===== src/rtl/mcode_pkg.sv =====
package mcode_pkg;
  localparam int PC_W   = 8;
  localparam int DATA_W = 8;
  localparam int RAM_AW = 4;
  localparam int EXT_W  = 4;

  // enable select
  localparam logic [1:0] EN_RUN  = 2'd0;
  localparam logic [1:0] EN_HOLD = 2'd1;
  localparam logic [1:0] EN_X0   = 2'd2;
  localparam logic [1:0] EN_X1   = 2'd3;

  // branch select
  localparam logic [2:0] BR_NEVER  = 3'd0;
  localparam logic [2:0] BR_ALWAYS = 3'd1;
  localparam logic [2:0] BR_Z      = 3'd2;
  localparam logic [2:0] BR_C      = 3'd3;
  localparam logic [2:0] BR_N      = 3'd4;
  localparam logic [2:0] BR_V      = 3'd5;
  localparam logic [2:0] BR_X2     = 3'd6;
  localparam logic [2:0] BR_X3     = 3'd7;

  // arithmetic operations
  localparam logic [3:0] OP_NOP  = 4'd0;
  localparam logic [3:0] OP_ADD  = 4'd1;
  localparam logic [3:0] OP_SUB  = 4'd2;
  localparam logic [3:0] OP_AND  = 4'd3;
  localparam logic [3:0] OP_OR   = 4'd4;
  localparam logic [3:0] OP_XOR  = 4'd5;
  localparam logic [3:0] OP_LOAD = 4'd6;
  localparam logic [3:0] OP_INC  = 4'd7;

  // operand / destination select: bit1 immediate operand, bit0 accumulator write
  localparam logic [1:0] DS_MEM      = 2'd0;
  localparam logic [1:0] DS_MEM_ACC  = 2'd1;
  localparam logic [1:0] DS_IMM      = 2'd2;
  localparam logic [1:0] DS_IMM_ACC  = 2'd3;

  typedef struct packed {
    logic [2:0]        bsel;
    logic [1:0]        esel;
    logic [PC_W-1:0]   tgt;
    logic [3:0]        op;
    logic [1:0]        dsel;
    logic              wr;
    logic [RAM_AW-1:0] ra;
  } uword_t;

  function automatic uword_t mk(input logic [2:0] b, input logic [1:0] e,
                                input logic [PC_W-1:0] t, input logic [3:0] o,
                                input logic [1:0] d, input logic w,
                                input logic [RAM_AW-1:0] a);
    uword_t u;
    u.bsel = b; u.esel = e; u.tgt = t; u.op = o; u.dsel = d; u.wr = w; u.ra = a;
    return u;
  endfunction

  // constant microprogram
  function automatic uword_t ucode_word(input logic [PC_W-1:0] addr);
    case (addr)
      8'd0:  return mk(BR_NEVER,  EN_RUN,  8'h00, OP_LOAD, DS_IMM_ACC, 1'b0, 4'd0);
      8'd1:  return mk(BR_NEVER,  EN_X0,   8'h00, OP_NOP,  DS_MEM,     1'b0, 4'd0);
      8'd2:  return mk(BR_NEVER,  EN_RUN,  8'h7F, OP_ADD,  DS_IMM_ACC, 1'b0, 4'd0);
      8'd3:  return mk(BR_NEVER,  EN_RUN,  8'h00, OP_INC,  DS_MEM_ACC, 1'b0, 4'd0);
      8'd4:  return mk(BR_V,      EN_RUN,  8'd6,  OP_NOP,  DS_MEM,     1'b0, 4'd0);
      8'd5:  return mk(BR_NEVER,  EN_RUN,  8'hEE, OP_LOAD, DS_IMM_ACC, 1'b0, 4'd0);
      8'd6:  return mk(BR_NEVER,  EN_RUN,  8'h00, OP_NOP,  DS_MEM,     1'b1, 4'd3);
      8'd7:  return mk(BR_NEVER,  EN_RUN,  8'h00, OP_SUB,  DS_MEM,     1'b0, 4'd3);
      8'd8:  return mk(BR_Z,      EN_RUN,  8'd10, OP_NOP,  DS_MEM,     1'b0, 4'd0);
      8'd9:  return mk(BR_NEVER,  EN_RUN,  8'hEE, OP_LOAD, DS_IMM_ACC, 1'b0, 4'd0);
      8'd10: return mk(BR_X2,     EN_RUN,  8'd13, OP_OR,   DS_IMM_ACC, 1'b0, 4'd0);
      8'd11: return mk(BR_NEVER,  EN_RUN,  8'h05, OP_ADD,  DS_IMM_ACC, 1'b0, 4'd0);
      8'd12: return mk(BR_ALWAYS, EN_RUN,  8'd14, OP_AND,  DS_IMM_ACC, 1'b0, 4'd0);
      8'd13: return mk(BR_NEVER,  EN_X1,   8'h00, OP_ADD,  DS_MEM_ACC, 1'b0, 4'd3);
      8'd14: return mk(BR_NEVER,  EN_RUN,  8'h3C, OP_AND,  DS_IMM_ACC, 1'b0, 4'd0);
      8'd15: return mk(BR_NEVER,  EN_RUN,  8'h00, OP_XOR,  DS_MEM_ACC, 1'b1, 4'd5);
      8'd16: return mk(BR_NEVER,  EN_RUN,  8'h90, OP_SUB,  DS_IMM_ACC, 1'b0, 4'd0);
      8'd17: return mk(BR_C,      EN_RUN,  8'd19, OP_NOP,  DS_MEM,     1'b0, 4'd0);
      8'd18: return mk(BR_NEVER,  EN_RUN,  8'h40, OP_OR,   DS_IMM_ACC, 1'b0, 4'd0);
      8'd19: return mk(BR_N,      EN_RUN,  8'd21, OP_NOP,  DS_MEM,     1'b0, 4'd0);
      8'd20: return mk(BR_NEVER,  EN_RUN,  8'h00, OP_ADD,  DS_MEM_ACC, 1'b0, 4'd5);
      8'd21: return mk(BR_X3,     EN_RUN,  8'd2,  OP_INC,  DS_MEM_ACC, 1'b0, 4'd0);
      8'd22: return mk(BR_NEVER,  EN_HOLD, 8'h00, OP_NOP,  DS_MEM,     1'b0, 4'd0);
      default: return mk(BR_ALWAYS, EN_RUN, 8'd0, OP_NOP,  DS_MEM,     1'b0, 4'd0);
    endcase
  endfunction
endpackage


===== src/rtl/mc_rom.sv =====
module mc_rom
  import mcode_pkg::*;
#(
  parameter int AW = PC_W
) (
  input  logic [AW-1:0] addr,
  output uword_t        word
);
  assign word = ucode_word(PC_W'(addr));
endmodule


===== src/rtl/mc_seq.sv =====
module mc_seq #(
  parameter int PW = 8
) (
  input  logic          clk,
  input  logic          rst_n,
  input  logic [3:0]    ext,
  input  logic [3:0]    flags,
  input  logic [2:0]    bsel,
  input  logic [1:0]    esel,
  input  logic [PW-1:0] tgt,
  output logic [PW-1:0] pc,
  output logic          adv
);
  localparam int N_EN = 4;
  localparam int N_BR = 8;

  logic [N_EN-1:0] en_src;
  logic [N_BR-1:0] br_src;
  logic            take;
  logic [PW-1:0]   pc_q;

  assign en_src = {ext[1], ext[0], 1'b0, 1'b1};
  assign br_src = {ext[3], ext[2], flags[3], flags[2], flags[1], flags[0], 1'b1, 1'b0};
  assign adv    = en_src[esel];
  assign take   = br_src[bsel];

  always_ff @(posedge clk or negedge rst_n) begin
    if (!rst_n)    pc_q <= '0;
    else if (adv)  pc_q <= take ? tgt : pc_q + 1'b1;
  end

  assign pc = pc_q;


  hold_stall_chk: assert property (@(posedge clk) disable iff (!rst_n)
    !adv |=> $stable(pc_q));

  branch_target_chk: assert property (@(posedge clk) disable iff (!rst_n)
    (adv && take) |=> pc_q == $past(tgt));

  seq_incr_chk: assert property (@(posedge clk) disable iff (!rst_n)
    (adv && !take) |=> pc_q == PW'($past(pc_q) + 1'b1));
endmodule


===== src/rtl/mc_alu.sv =====
module mc_alu
  import mcode_pkg::*;
#(
  parameter int DW = 8
) (
  input  logic [3:0]    op,
  input  logic [DW-1:0] a,
  input  logic [DW-1:0] b,
  output logic [DW-1:0] res,
  output logic [3:0]    flg,
  output logic          upd
);
  localparam int MSB = DW - 1;

  logic [DW:0] sum;
  logic        cy;
  logic        ov;

  always_comb begin
    sum = '0;
    cy  = 1'b0;
    ov  = 1'b0;
    upd = 1'b1;
    res = a;
    case (op)
      OP_ADD: begin
        sum = {1'b0, a} + {1'b0, b};
        res = sum[MSB:0];
        cy  = sum[DW];
        ov  = (a[MSB] == b[MSB]) && (res[MSB] != a[MSB]);
      end
      OP_SUB: begin
        sum = {1'b0, a} - {1'b0, b};
        res = sum[MSB:0];
        cy  = ~sum[DW];
        ov  = (a[MSB] != b[MSB]) && (res[MSB] != a[MSB]);
      end
      OP_AND:  res = a & b;
      OP_OR:   res = a | b;
      OP_XOR:  res = a ^ b;
      OP_LOAD: res = b;
      OP_INC: begin
        sum = {1'b0, a} + (DW+1)'(1);
        res = sum[MSB:0];
        cy  = sum[DW];
        ov  = ~a[MSB] & res[MSB];
      end
      default: upd = 1'b0;
    endcase
    flg = {ov, res[MSB], cy, (res == '0)};
  end
endmodule


===== src/rtl/mc_dpath.sv =====
module mc_dpath #(
  parameter int DW = 8,
  parameter int AW = 4
) (
  input  logic          clk,
  input  logic          rst_n,
  input  logic          exec,
  input  logic [1:0]    dsel,
  input  logic          wr_en,
  input  logic [AW-1:0] ra,
  input  logic [DW-1:0] imm,
  input  logic [DW-1:0] res,
  input  logic [3:0]    nflags,
  input  logic          upd,
  output logic [DW-1:0] acc,
  output logic [DW-1:0] opb,
  output logic [3:0]    flags,
  output logic          wr_pulse,
  output logic [AW-1:0] wr_addr,
  output logic [DW-1:0] wr_data
);
  localparam int DEPTH = 1 << AW;

  logic [DW-1:0] acc_q;
  logic [3:0]    flags_q;
  logic          wr_q;
  logic [AW-1:0] wa_q;
  logic [DW-1:0] wd_q;
  logic [DW-1:0] mem [DEPTH];
  logic [DW-1:0] rd;

  genvar gi;
  generate
    for (gi = 0; gi < DEPTH; gi++) begin : g_word
      logic [DW-1:0] word_q;
      always_ff @(posedge clk or negedge rst_n) begin
        if (!rst_n)                          word_q <= '0;
        else if (wr_q && wa_q == AW'(gi))    word_q <= wd_q;
      end
      assign mem[gi] = word_q;
    end
  endgenerate

  // bypass of the write committing this cycle
  assign rd  = (wr_q && wa_q == ra) ? wd_q : mem[ra];
  assign opb = dsel[1] ? imm : rd;

  always_ff @(posedge clk or negedge rst_n) begin
    if (!rst_n) begin
      acc_q   <= '0;
      flags_q <= '0;
      wr_q    <= 1'b0;
      wa_q    <= '0;
      wd_q    <= '0;
    end else begin
      wr_q <= exec & wr_en;
      wa_q <= ra;
      wd_q <= res;
      if (exec && upd)     flags_q <= nflags;
      if (exec && dsel[0]) acc_q   <= res;
    end
  end

  assign acc      = acc_q;
  assign flags    = flags_q;
  assign wr_pulse = wr_q;
  assign wr_addr  = wa_q;
  assign wr_data  = wd_q;


  flag_hold_chk: assert property (@(posedge clk) disable iff (!rst_n)
    (!exec || !upd) |=> $stable(flags_q));

  zero_full_chk: assert property (@(posedge clk) disable iff (!rst_n)
    (exec && upd) |=> flags_q[0] == ($past(res) == '0));

  write_land_chk: assert property (@(posedge clk) disable iff (!rst_n)
    wr_q |=> mem[$past(wa_q)] == $past(wd_q));

  stall_quiet_chk: assert property (@(posedge clk) disable iff (!rst_n)
    !exec |=> !wr_q && $stable(acc_q));
endmodule


===== src/rtl/mcode_engine.sv =====
module mcode_engine
  import mcode_pkg::*;
(
  input  logic              clk,
  input  logic              rst_n,
  input  logic [EXT_W-1:0]  ext_cond,
  output logic [PC_W-1:0]   pc_o,
  output logic [DATA_W-1:0] acc_o,
  output logic [3:0]        flags_o,
  output logic              wr_pulse_o,
  output logic [RAM_AW-1:0] wr_addr_o,
  output logic [DATA_W-1:0] wr_data_o
);
  uword_t            uw;
  logic [PC_W-1:0]   pc;
  logic              adv;
  logic [DATA_W-1:0] acc;
  logic [DATA_W-1:0] opb;
  logic [DATA_W-1:0] res;
  logic [3:0]        flags;
  logic [3:0]        nflags;
  logic              upd;

  mc_rom #(.AW(PC_W)) u_rom (
    .addr (pc),
    .word (uw)
  );

  mc_seq #(.PW(PC_W)) u_seq (
    .clk   (clk),
    .rst_n (rst_n),
    .ext   (ext_cond),
    .flags (flags),
    .bsel  (uw.bsel),
    .esel  (uw.esel),
    .tgt   (uw.tgt),
    .pc    (pc),
    .adv   (adv)
  );

  mc_alu #(.DW(DATA_W)) u_alu (
    .op  (uw.op),
    .a   (acc),
    .b   (opb),
    .res (res),
    .flg (nflags),
    .upd (upd)
  );

  mc_dpath #(.DW(DATA_W), .AW(RAM_AW)) u_dp (
    .clk      (clk),
    .rst_n    (rst_n),
    .exec     (adv),
    .dsel     (uw.dsel),
    .wr_en    (uw.wr),
    .ra       (uw.ra),
    .imm      (DATA_W'(uw.tgt)),
    .res      (res),
    .nflags   (nflags),
    .upd      (upd),
    .acc      (acc),
    .opb      (opb),
    .flags    (flags),
    .wr_pulse (wr_pulse_o),
    .wr_addr  (wr_addr_o),
    .wr_data  (wr_data_o)
  );

  assign pc_o    = pc;
  assign acc_o   = acc;
  assign flags_o = flags;


  reset_idle_chk: assert property (@(posedge clk) !rst_n |-> pc == '0 && !wr_pulse_o);
endmodule


===== config.mk =====
export PLATFORM = sky130hd
export DESIGN_NAME = mcode_engine
export DESIGN_NICKNAME = d
export VERILOG_FILES = /design/src/rtl/mcode_pkg.sv /design/src/rtl/mc_rom.sv /design/src/rtl/mc_seq.sv /design/src/rtl/mc_alu.sv /design/src/rtl/mc_dpath.sv /design/src/rtl/mcode_engine.sv
export SDC_FILE = /design/constraint.sdc
export NUM_CORES = 1
export LEC_CHECK = 0
export BUFFER_PORTS_ARGS = -buffer_cell sky130_fd_sc_hd__buf_2
export CORE_MARGIN = 3
export CORE_UTILIZATION = 44
export CTS_BUF_LIST = sky130_fd_sc_hd__clkbuf_16
export CTS_CLUSTER_SIZE = 14
export DETAILED_ROUTE_END_ITERATION = 8
export PLACE_DENSITY_LB_ADDON = 0.2
export SETUP_SLACK_MARGIN = 0.1
export SLEW_MARGIN = 20
export SYNTH_ARGS = -nofsm -noshare
export SYNTH_HDL_FRONTEND = slang
export SYNTH_HIERARCHICAL = 1
export SYNTH_SLANG_ARGS = --single-unit

===== constraint.sdc =====
create_clock -name clk -period 10.69 [get_ports clk]
set_clock_uncertainty 0.1 [all_clocks]
set_input_delay 0.5345 -clock clk [delete_from_list [all_inputs] [get_ports clk]]
set_output_delay 0.5345 -clock clk [all_outputs]
set_load 0.005 [all_outputs]

# Word-level counts from Yosys, hierarchy flattened
# Memories as Yosys holds them, arrays and structs flattened.
# Cells that the tools add are included.
[classes] addsub=4 order_cmp=3 n_eq_ne=27 mux=15 n_bitwise=8 n_reduce_logical=25
[op_table] operator="$pmux 8 s7" count=1
[op_table] operator="$mux 8" count=5
[op_table] operator="$bmux 8 s4" count=1
[op_table] operator="$eq 4x3->1 const B" count=8
[op_table] operator="$eq 4x4->1 const B" count=8
[op_table] operator="$mux 24" count=1
[op_table] operator="$logic_and 1x1->1" count=21
[op_table] operator="$eq 4x2->1 const B" count=4
[op_table] operator="$add 8x1->9 const B" count=1
[op_table] operator="$add 8x8->9" count=1
[op_table] operator="$sub 8x8->9" count=1
[op_table] operator="$add 8x1->8 const B" count=1
[op_table] operator="$and 8x8->8" count=1
[op_table] operator="$eq 4x1->1 const B" count=2
[op_table] operator="$logic_not 8->1" count=1
[op_table] operator="$or 8x8->8" count=1
[op_table] operator="$xor 8x8->8" count=1
[op_table] operator="$reduce_or 7->1" count=1
[op_table] operator="$pmux 1 s3" count=2
[op_table] operator="$ge 5x5->1 const B" count=1
[op_table] operator="$not 4->5" count=1
[op_table] operator="$eq 4x4->1" count=1
[op_table] operator="$logic_not 4->1" count=1
[op_table] operator="$lt 3x4->1 const B" count=1
[op_table] operator="9 further kinds" count=15
[totals] ff_bits=161 mem_bits_ro=704 inputBits=6 out_inout_bits=33 wordCells=105 n_memories=1
[memory_table] memory="(name not given)" words=32 word_bits=22 rd=1 rd_clocked_by_memory_dff=0 write_ports=0 line="mcode_pkg.sv:60" source="case (addr)"

# Longest topological paths before layout
[depth] ltp_word=12 ltp_mapped=24 ltp_nobuf=20

# By module
# Netlist, hierarchy kept.
[modules_own_cells] mod="mc_dpath" n_inst=1 cells_per_inst=492 area_each_um2=6782.8
[modules_own_cells] mod="mc_alu" n_inst=1 cells_per_inst=234 area_each_um2=1665.3
[modules_own_cells] mod="mc_rom" n_inst=1 cells_per_inst=126 area_each_um2=809.5
[modules_own_cells] mod="mc_seq" n_inst=1 cells_per_inst=76 area_each_um2=694.4

# Worst setup path after synthesis
# No wires, ideal clock.
[synth_path] path_type="register -> register" start="register u_seq.pc_q[0] (netlist: u_seq/pc[0])" end="register u_dp.flags_q[0] (netlist: u_dp/flags[0])" arrival_ps=5009 required_ps=10525 path_slack_ps=5516 path_stages_with_launch=24 path_cell_list="dfrtp_1 -> clkbuf_1 -> inv_1 -> ha_1 -> mux2_2 -> a22oi_1 -> nor2_1 -> buf_6 -> buf_6 -> xnor2_1 -> and2_1 -> nand3b_1 -> o221ai_1 -> ha_1 -> inv_1 -> fa_1 -> nand2b_1 -> a211oi_1 -> mux2i_1 -> nor2_1 -> o32a_1 -> a211o_1 -> nor4_2 -> mux2_2"
[synth_rtl] item="from (decl)" line="mc_seq.sv:20" source="logic [PW-1:0] pc_q;"
[synth_rtl] item="from (signal assigned)" line="mc_seq.sv:29" source="else if (adv) pc_q <= take ? tgt : pc_q + 1'b1;"
[synth_rtl] item="to (signal assigned)" line="mc_dpath.sv:59" source="if (exec && upd) flags_q <= nflags;"
[synth_rtl] item="to (decl)" line="mc_dpath.sv:25" source="logic [3:0] flags_q;"

==> results.json <==
{
  "synthFlopType": "dfrtp_1",
  "coreArea_sq_mm": 0.0220,
  "cts_resized": 0,
  "async_flop_share": 1.00,
  "max_slew_margin": 0.414,
  "grt-ovfl-total": 0,
  "antenna_found_initial": 1,
  "num_vias": 7436,
  "clock-root-buffer": "clkbuf_16",
  "routed_wl_mm": 27.2,
  "critPathKind": "reg2reg",
  "r2r-end": "u_dp/flags[0]",
  "dp.cells": 1193,
  "cp.required_ps": 10910,
  "cts_sinks": 161,
  "ys_warn_count": 6,
  "drt_iter0_drc": 601,
  "post-cts-setup-buffer-count": 0,
  "ir_worst_vdd_mv": 0.179,
  "dr.pass1.iters": 5,
  "track_usage": 0.229,
  "end_kind": "flop",
  "fmax_ghz": 0.164,
  "rsz0062_at_grt": "no",
  "grt_pass1_vias": 7218,
  "min_period_over_period": 0.571,
  "cts_buffers": 17,
  "die_y_um": 156,
  "setup_violations": 0,
  "portBuffers": 38,
  "io-pin-count": 39,
  "synth_top_area_frac": 0.405,
  "fin_setup_tns_ps": 0,
  "synthToLayoutAreaGrowth_pct": 8.57,
  "clk_path_buf_depth": 2,
  "final_layout_size_suffix_gt1_frac": 0.211,
  "p_per_area_mw_per_mm2": 304,
  "crit_path_start_kind": "flop",
  "synth_area_leaders": "dfrtp_1 40%, mux2_2 6.8%, ha_1 4.5%, mux4_2 4.1%, mux4_1 4.0%",
  "hold_buffers": 0,
  "finalPower_mw": 3.28,
  "hold_slack_ps": -40.8,
  "crit_slowest_cell": "dfrtp_1",
  "run_status": "finished with violations",
  "diodes": 0,
  "worst_pin_slew_ps": 877,
  "dp_hpwl_mm": 18.6,
  "start_util": 0.452,
  "crit_path_cell_trace": "inv_1 > ha_1 > mux2_2 > a22oi_1 > nor2_4 > buf_4 > xnor2_1 > and2_1 > nand3b_1 > o221ai_1 > inv_1 > ha_1 > inv_1 > a221oi_1 > o41ai_1 > a21oi_1 > mux2_2 > o2111ai_1 > nor4_2 > mux2_2",
  "die_w_um": 156,
  "clk_pin_slew_ps": 70,
  "slew_viol_final": 0,
  "place_congestion": 0.927,
  "layoutNonFillerInstCount": 1226,
  "dpl_cell_area_sq_mm": 0.0102,
  "period_needed_ps": 6100,
  "worst_path_largest_cell_delay_ps": 730,
  "clock_latency_ps": 430,
  "wl_per_cell_um": 22.2,
  "htreeDepth": 4,
  "yosysSeqAreaShare": 0.405,
  "violations": "negative hold slack",
  "synth_cells": 928,
  "grt_first_pass_wirelength_mm": 43.2,
  "synth_edf_count": 0,
  "r2r_slack_ps": 4590,
  "synth.avg_cell_area_sq_um": 10.7,
  "fin_nets": 977,
  "ant_nets": 0,
  "arrival_ps": 6320,
  "min_path_type": "in2async",
  "cp_max_fo": 34,
  "finalHoldViolCount": 15,
  "netlist-cell-type-count": 92,
  "grt_max_degree": 109,
  "vias_per_cell": 6.07,
  "die_area_sq_mm": 0.0245,
  "syn_area_sq_mm": 0.00995,
  "cts_tree": "done",
  "drc_errors": 0,
  "yosysTopAreaCell": "dfrtp_1",
  "regToRegStartpoint": "u_seq/pc[0]",
  "fin_area_sq_mm": 0.0108,
  "drv_cap": 0,
  "ys_ff_latch": 161,
  "p_leak_nw": 4.93,
  "rows": 54,
  "reg2regPathDepth": 20
}
-- stage by stage --
stage	util	setup WS [ps]
6_report	0.491	4590
5_1_grt	0.491	4060
4_1_cts	0.489	4600
3_5_place_dp	0.463	4610
3_3_place_gp	0.463	4730
2_1_floorplan	-	5520
-- sequential cells by signal, summed over array words and instances, names as in the netlist --
register,cells
u_dp/wr_data,8
u_seq/pc,8
u_dp/flags,4
u_dp/g_word.word_q,128
u_dp/acc,8
u_dp/wr_addr,4
u_dp/wr_pulse,1
-- worst max-delay path, delay by kind of cell (launching register included) --
family	cells	cell delay, ps
flops	1	730
simple gates	4	510
fa+ha+maj	2	870
buf+inv	4	840
compound gates	6	1790
xor+xnor	1	220
mux	3	920
-- worst max path at each step --
stage | start | to | cells after the start | slack, ps
final | u_seq/pc[0] | u_dp/flags[0] | 20 | 4590
after global routing | u_seq/pc[0] | u_dp/flags[0] | 20 | 4060
after CTS | u_seq/pc[0] | u_dp/flags[0] | 20 | 4600
after detailed placement | u_seq/pc[0] | u_dp/flags[0] | 20 | 4610
after global placement | u_seq/pc[0] | u_dp/flags[0] | 20 | 4730
after floorplan | u_seq/pc[0] | u_dp/flags[0] | 23 | 5520
-- power by group --
part	total, mW	internal, mW	switching [mW]
sequential	0.882	0.723	0.158
clock	0.612	0.348	0.264
combinational	1.79	0.703	1.09
-- per-layer routing --
metal  vias up  wire length [um]  track usage
met3        27              1460       0.0398
met2       246             12500        0.354
li1       3389                 -            -
met1      3774             12800        0.338
met5         -                 0            0
met4         0               382       0.0567
-- placed cells by master, fill, tap and decap left out, types with 15 or more instances in the layout --
master       n
a21oi_1     34
a22o_1      19
buf_2       37
clkbuf_16   17
dfrtp_1    161
ha_1        36
inv_1       44
mux2_1      34
mux2_2      60
mux4_1      15
mux4_2      18
nand2_1     98
nor2_1      42
nor2b_1     17
o21ai_0     18
o21ai_1     49
-- kinds of logic after synthesis --
kind of cell,share of synthesized area
compound gates,0.140
xor+xnor,0.0141
fa+ha+maj,0.0493
buf+inv,0.0573
flops,0.405
mux,0.199
other cells,0.000377
simple gates,0.135
-- cells in the mapped netlist, types with 6 or more instances --
cell type  count
nand4_1        7
buf_2         16
mux2i_1       12
nor3_1        11
nor2_1        43
inv_1         43
mux4_2        18
buf_4         12
nor2_2        10
nand3_1       14
mux2_2        60
dfrtp_1      161
mux4_1        15
ha_1          36
a21oi_1       34
nand3b_1       9
a22o_1        19
clkbuf_1      24
buf_6          6
o211ai_1       9
mux2_1        34
and2_1        10
o221ai_1       8
nand2_1       98
o21ai_0       18
a221oi_1       6
nor2b_1       17
o21ai_1       49
xnor2_1       12
nand2b_1      10
-- cell type report --
cell class / instances / area (sq um)
Clock buffer: 17 / 425
Clock inverter: 15 / 158
Fill cell: 1991 / 11200
Inverter: 43 / 161
Multi-Input combinational cell: 660 / 5380
Sequential cell: 161 / 4030
Tap cell: 280 / 350
Timing Repair Buffer: 50 / 307
(Power assumes the default switching activity.)
